<file path="src/rtl/lsu_pkg.sv">
package lsu_pkg;

    localparam int XLEN      = 32;
    localparam int NLANES    = XLEN / 8;
    localparam int LANE_BITS = $clog2(NLANES);

    typedef enum logic [1:0] {
        SZ_BYTE = 2'b00,
        SZ_HALF = 2'b01,
        SZ_WORD = 2'b10,
        SZ_RSVD = 2'b11
    } acc_size_e;

    // Captured at a load request, consumed when the memory word returns.
    typedef struct packed {
        logic                 bad;
        logic [LANE_BITS-1:0] lane;
        acc_size_e            size;
        logic                 sext;
    } ld_ctl_t;

    function automatic logic is_misaligned(acc_size_e sz, logic [LANE_BITS-1:0] lane);
        case (sz)
            SZ_BYTE: return 1'b0;
            SZ_HALF: return lane[0];
            SZ_WORD: return |lane;
            default: return 1'b1;
        endcase
    endfunction

    function automatic logic [XLEN-1:0] widen(logic [XLEN-1:0] v, int unsigned bits, logic sext);
        logic [XLEN-1:0] mask;
        logic            msb;
        mask = (bits >= XLEN) ? '1 : ((XLEN'(1) << bits) - XLEN'(1));
        msb  = (bits >= XLEN) ? 1'b0 : v[bits-1];
        return (v & mask) | ((sext && msb) ? ~mask : '0);
    endfunction

endpackage

</file>
<file path="src/rtl/lsu_agen.sv">
module lsu_agen
    import lsu_pkg::*;
#(
    parameter int ADDR_W = 32,
    parameter int OFF_W  = 12
) (
    input  logic [ADDR_W-1:0] base,
    input  logic [OFF_W-1:0]  offset,
    input  acc_size_e         size,
    output logic [ADDR_W-1:0] word_addr,
    output logic [LANE_BITS-1:0] lane,
    output logic              misaligned
);
    localparam int EXT_W = ADDR_W - OFF_W;

    logic [ADDR_W-1:0] eff;

    always_comb begin
        eff        = base + {{EXT_W{offset[OFF_W-1]}}, offset};
        lane       = eff[LANE_BITS-1:0];
        word_addr  = {eff[ADDR_W-1:LANE_BITS], {LANE_BITS{1'b0}}};
        misaligned = is_misaligned(size, lane);
    end
endmodule

</file>
<file path="src/rtl/lsu_st_steer.sv">
module lsu_st_steer
    import lsu_pkg::*;
(
    input  acc_size_e            size,
    input  logic [LANE_BITS-1:0] lane,
    input  logic [XLEN-1:0]      src,
    output logic [NLANES-1:0]    be,
    output logic [XLEN-1:0]      wdata
);
    // Strobe bit i / byte slot i is the lane at offset (NLANES-1-i).
    for (genvar i = 0; i < NLANES; i++) begin : g_lane
        localparam int OFS = NLANES - 1 - i;
        always_comb begin
            case (size)
                SZ_BYTE: begin
                    be[i]          = (lane == OFS[LANE_BITS-1:0]);
                    wdata[8*i +: 8] = src[7:0];
                end
                SZ_HALF: begin
                    be[i]          = (lane[LANE_BITS-1:1] == OFS[LANE_BITS-1:1]);
                    wdata[8*i +: 8] = OFS[0] ? src[7:0] : src[15:8];
                end
                SZ_WORD: begin
                    be[i]          = 1'b1;
                    wdata[8*i +: 8] = src[8*i +: 8];
                end
                default: begin
                    be[i]          = 1'b0;
                    wdata[8*i +: 8] = 8'h00;
                end
            endcase
        end
    end
endmodule

</file>
<file path="src/rtl/lsu_ld_align.sv">
module lsu_ld_align
    import lsu_pkg::*;
(
    input  ld_ctl_t         ctl,
    input  logic [XLEN-1:0] rdata,
    output logic [XLEN-1:0] result
);
    logic [7:0]  sel_b;
    logic [15:0] sel_h;

    always_comb begin
        sel_b = rdata[8*(NLANES-1) +: 8];
        for (int i = 0; i < NLANES; i++) begin
            if (ctl.lane == LANE_BITS'(NLANES - 1 - i)) sel_b = rdata[8*i +: 8];
        end
        sel_h = ctl.lane[1] ? rdata[15:0] : rdata[31:16];

        if (ctl.bad) begin
            result = '0;
        end else begin
            case (ctl.size)
                SZ_BYTE: result = widen(XLEN'(sel_b), 8, ctl.sext);
                SZ_HALF: result = widen(XLEN'(sel_h), 16, ctl.sext);
                default: result = rdata;
            endcase
        end
    end
endmodule

</file>
<file path="src/rtl/be_lane_unit.sv">
module be_lane_unit
    import lsu_pkg::*;
#(
    parameter int ADDR_W = 32,
    parameter int OFF_W  = 12
) (
    input  logic              clk,
    input  logic              rst,
    input  logic              req_valid,
    input  logic              req_write,
    input  logic [1:0]        req_size,
    input  logic              req_signed,
    input  logic [ADDR_W-1:0] base,
    input  logic [OFF_W-1:0]  offset,
    input  logic [31:0]       st_data,
    output logic              mem_req,
    output logic              mem_we,
    output logic [ADDR_W-1:0] mem_addr,
    output logic [3:0]        mem_be,
    output logic [31:0]       mem_wdata,
    input  logic [31:0]       mem_rdata,
    output logic              fault,
    output logic              ld_valid,
    output logic [31:0]       ld_data
);
    acc_size_e            size;
    logic [LANE_BITS-1:0] lane;
    logic                 misal;
    logic [NLANES-1:0]    be_raw;
    ld_ctl_t              ctl_q;

    assign size = acc_size_e'(req_size);

    lsu_agen #(.ADDR_W(ADDR_W), .OFF_W(OFF_W)) u_agen (
        .base       (base),
        .offset     (offset),
        .size       (size),
        .word_addr  (mem_addr),
        .lane       (lane),
        .misaligned (misal)
    );

    lsu_st_steer u_steer (
        .size  (size),
        .lane  (lane),
        .src   (st_data),
        .be    (be_raw),
        .wdata (mem_wdata)
    );

    always_comb begin
        fault   = req_valid && misal;
        mem_req = req_valid && !misal;
        mem_we  = mem_req && req_write;
        mem_be  = mem_we ? be_raw : '0;
    end

    always_ff @(posedge clk) begin
        if (rst) begin
            ld_valid <= 1'b0;
            ctl_q    <= '0;
        end else begin
            ld_valid <= req_valid && !req_write;
            if (req_valid && !req_write) begin
                ctl_q.bad  <= misal;
                ctl_q.lane <= lane;
                ctl_q.size <= size;
                ctl_q.sext <= req_signed;
            end
        end
    end

    lsu_ld_align u_align (
        .ctl    (ctl_q),
        .rdata  (mem_rdata),
        .result (ld_data)
    );
endmodule

</file>
<file path="config.mk">
export PLATFORM = sky130hd
export DESIGN_NAME = be_lane_unit
export DESIGN_NICKNAME = d
export VERILOG_FILES = /design/src/rtl/lsu_pkg.sv /design/src/rtl/lsu_agen.sv /design/src/rtl/lsu_st_steer.sv /design/src/rtl/lsu_ld_align.sv /design/src/rtl/be_lane_unit.sv
export SDC_FILE = /design/constraint.sdc
export NUM_CORES = 1
export LEC_CHECK = 0
export CORE_MARGIN = 10
export CORE_UTILIZATION = 25
export DETAILED_ROUTE_END_ITERATION = 8
export HOLD_SLACK_MARGIN = 0.1
export MAX_ROUTING_LAYER = met4
export PLACE_DENSITY = 0.69
export SYNTH_ARGS = -nofsm -noshare
export SYNTH_HDL_FRONTEND = slang
export SYNTH_SLANG_ARGS = --single-unit
export TNS_END_PERCENT = 1
</file>
<file path="constraint.sdc">
create_clock -name clk -period 5.6 [get_ports clk]
set_clock_uncertainty 0.2 [all_clocks]
set_input_delay 1.68 -clock clk [delete_from_list [all_inputs] [get_ports clk]]
set_output_delay 1.68 -clock clk [all_outputs]
set_load 0.01 [all_outputs]
</file>
==> results.cfg <==
[run_status]
outcome = finished with violations
violations = setup timing

[synthesis]
synth-edff-count = 0
synth_area_um2 = 3420
ys_warn_count = 0
synthSimpleGateAreaFrac_pct = 25.6
syn_avg_cell_area_um2 = 6.47
synthFlopType = dfxtp_1
syn_inst = 528
synth_top_family_by_area = compound AO/OA/AOI/OAI gates
muxShareOfSynthArea_pct = 2.16
ys_seq_elements = 7
synth_xor_area_share_pct = 6.15
ys_seq_area_share_pct = 4.10
async_flop_share_pct = 0
synth.distinct_cells = 68
synth_compound_area_share_pct = 38.7
synth_fa_ha_area_share_pct = 13.4

[timing]
max_slew.worst_pin.slew_ns = 0.707
hold_viol_final = 0
fmax_ghz = 0.176
relSlewSlack_pct = 52.8
fin_crit_ns = 5.67
maxSlewViolCount = 0
rsz0062_at_grt = yes
post-route-period-util_pct = 101
setup_viol = 5
layout_setup_ws_ns = -0.0672
hold_slack_ns = 0.285

[pwr]
p_seq_share_pct = 5.7
pwr-share-comb_pct = 83.1
p_int_mw = 0.618
total_power_mw = 1.07
p_per_area_nw_per_um2 = 141
p_clk_share_pct = 11.2
switching_share_pct = 42.0
p_sw_mw = 0.447
ir_drop_uv = 87.1
power.leakage_nw = 3.63

[die]
placementRows = 42
die_h_um = 137
pin_count = 219
die_area_um2 = 18700
fp.coreArea_um2 = 13300
start_util_pct = 25.7
die_w_um = 137

[worst_setup_path]
critPathMaxFanout = 4
required_ns = 3.72
endpoint_kind = output port
crit_arrival_ns = 3.79
cp_slowest_stage_delay_ns = 0.31
start_kind = input pin
path_common_cell = buf_4
path_delay_family = buffers and inverters
critPathSlowestCell = a211oi_4
critical_path_class = in2out
crit_chain = clkbuf_2 > buf_4 > ha_4 > a211oi_4 > o211ai_1 > buf_4 > a211oi_4 > buf_4 > nor4_4 > nor3_2 > buf_4 > xnor2_2 > buf_2
crit_buf_inv = 6

[cells_and_area]
drive_above_1_share_pct = 33.7
fin_nets = 1013
final_cells = 1037
area_growth_pct = 121
utilization_pct = 56.7
num_antenna_cells = 0

[drt]
drc = 0
dr.max_layer_used = met4
detail-route-antenna-nets = 0
wl_met2_um = 9080
wl_met1_um = 7500
wl_per_cell_um = 17.9
vias = 5392
drtIter0Drc = 364
wirelength_um = 18600
dr.pass1.iters = 6
viasPerCell = 5.20
wl_met3_um = 1550

[hold_path]
hold_path.class = reg2reg

[clock_tree]
tritoncts = done
cts_root_buf = clkbuf_16
htree_levels = 1
clockBufferDepth = 2
ctsHoldBuffers = 0
clk_pin_slew_worst_paths_ns = 0.04
cts_made_buffers = 3
clock_latency_ns = 0.23
clock_sinks = 7

[grt]
antenna_found_initial = 0
grt_pass1_vias = 5337
grt-ovfl-total = 0
grt_usage_pct = 18.2
grt_max_degree = 27
grt_pass1_wl_um = 27500

[placement]
dp.cells = 1002
dp_slack_ns = -1.06
hpwlAfterDp_um = 14000
port_buffers = 216
gp_congestion = 0.888

[flow_run]
cap_violations = 0
registers in the layout, indices dropped and copies added (netlist names):
name      cells
ctl_q         6
ld_valid      1
repair_timing:
| item | in CTS | in global routing |
|---|---|---|
| cloned | 1 | 0 |
| setup endpoints to repair | 72 | 51 |
| setup buffers | 20 | 11 |
| gates resized for setup | 249 | 98 |
| pin swaps | 55 | 48 |
placed cells by master (no fill, tap or decap), drive strengths merged, types with 4 or more instances in the layout:
master	synthesis	final
clkbuf	24	18
a22oi	9	9
clkdlybuf4s50	0	117
nand2	56	56
dfxtp	7	7
a31oi	6	6
nor2	52	52
o21ai	29	29
dlygate4sd2	0	34
o211ai	6	6
nor2b	16	16
nand4	4	4
a21oi	66	66
xnor2	21	21
dlymetal6s2s	0	26
and3	5	5
nor4	6	6
nand3	5	5
o22ai	8	8
a221oi	14	14
buf	12	168
clkdlybuf4s15	0	5
inv	43	43
ha	35	35
nor3	17	17
o211a	4	4
a211oi	7	7
a222oi	8	8
nand2b	5	5
a22o	8	8
and2	4	4
mux2i	4	4
a21o	6	6
tightest hold or removal path, cell delays in order (launching register included):
cell,delay (ns)
dfxtp_1,0.32
nand2_1,0.06
a21oi_1,0.05
area by class of cell:
cell class,instances,area (µm²)
repair buffers,364,3240
inverters,43,161
well taps,176,220
clock buffers,4,78.8
multi-input cells,443,3700
fillers,1155,5760
flip-flops and latches,7,140
kinds of logic after synthesis:
family / count (synthesis)
AO/OA/AOI/OAI: 194
XOR/XNOR: 24
adder cells (fa/ha/maj): 36
buffers and inverters: 79
flip-flops: 7
multiplexers: 6
other: 1
AND/OR/NAND/NOR: 181
metal layers:
metal	GRT usage (%)	vias up
met4	3.57	0
met5	-	-
met2	32.1	282
li1	-	2609
met1	21.3	2465
met3	3.19	36
path summary, 6_finish.rpt:
path | slack [ns] | to | startpoint | cells after the start
min reg2reg | 0.29 | ctl_q[0]$_SDFFE_PP0P_ | ctl_q[0]$_SDFFE_PP0P_ | 2
max reg2reg | 4.24 | ctl_q[5]$_SDFFE_PP0P_ | ctl_q[5]$_SDFFE_PP0P_ | 2
min | 0.29 | ctl_q[0]$_SDFFE_PP0P_ | ctl_q[0]$_SDFFE_PP0P_ | 2
max | -0.07 | mem_addr[31] | offset[1] | 13
Yosys cell counts (all sizes together) (2+ instances only):
master / number / area (µm²)
a211o: 2 / 18.8
a211oi: 7 / 57.6
a21o: 6 / 45.0
a21oi: 66 / 342
a221oi: 14 / 123
a222oi: 8 / 80.1
a22o: 8 / 70.1
a22oi: 9 / 67.6
a311oi: 3 / 26.3
a31oi: 6 / 37.5
and2: 4 / 25.0
and3: 5 / 31.3
and4: 2 / 17.5
buf: 12 / 83.8
clkbuf: 24 / 90.1
dfxtp: 7 / 140
ha: 35 / 438
inv: 43 / 161
mux2i: 4 / 40.0
nand2: 56 / 220
nand2b: 5 / 31.3
nand3: 5 / 25.0
nand4: 4 / 31.3
nor2: 52 / 195
nor2b: 16 / 108
nor3: 17 / 85.1
nor4: 6 / 37.5
o211a: 4 / 47.6
o211ai: 6 / 45.0
o21a: 3 / 22.5
o21ai: 29 / 145
o22ai: 8 / 50.1
o31ai: 3 / 22.5
or2: 3 / 18.8
or3: 2 / 12.5
xnor2: 21 / 184
xor2: 3 / 26.3
per-stage QoR:
stage	cell area, µm²	setup TNS, ns
after floorplan	3420	0
after global placement	6530	-24.79
after detailed placement	6530	-25.24
after CTS	7250	-0.301
after global routing	7540	-1.11
final	7540	-0.210
power by group through the flow:
stage / Combinational [mW] / Clock, mW / Sequential [mW]
after floorplan: 0.347 / 0 / 0.0550
after global placement: 0.786 / 0 / 0.0613
after detailed placement: 0.787 / 0 / 0.0613
after CTS: 0.840 / 0.121 / 0.0606
after global routing: 0.948 / 0.124 / 0.0613
final: 0.885 / 0.120 / 0.0608
No activity file was read; power rests on OpenSTA's default activity.
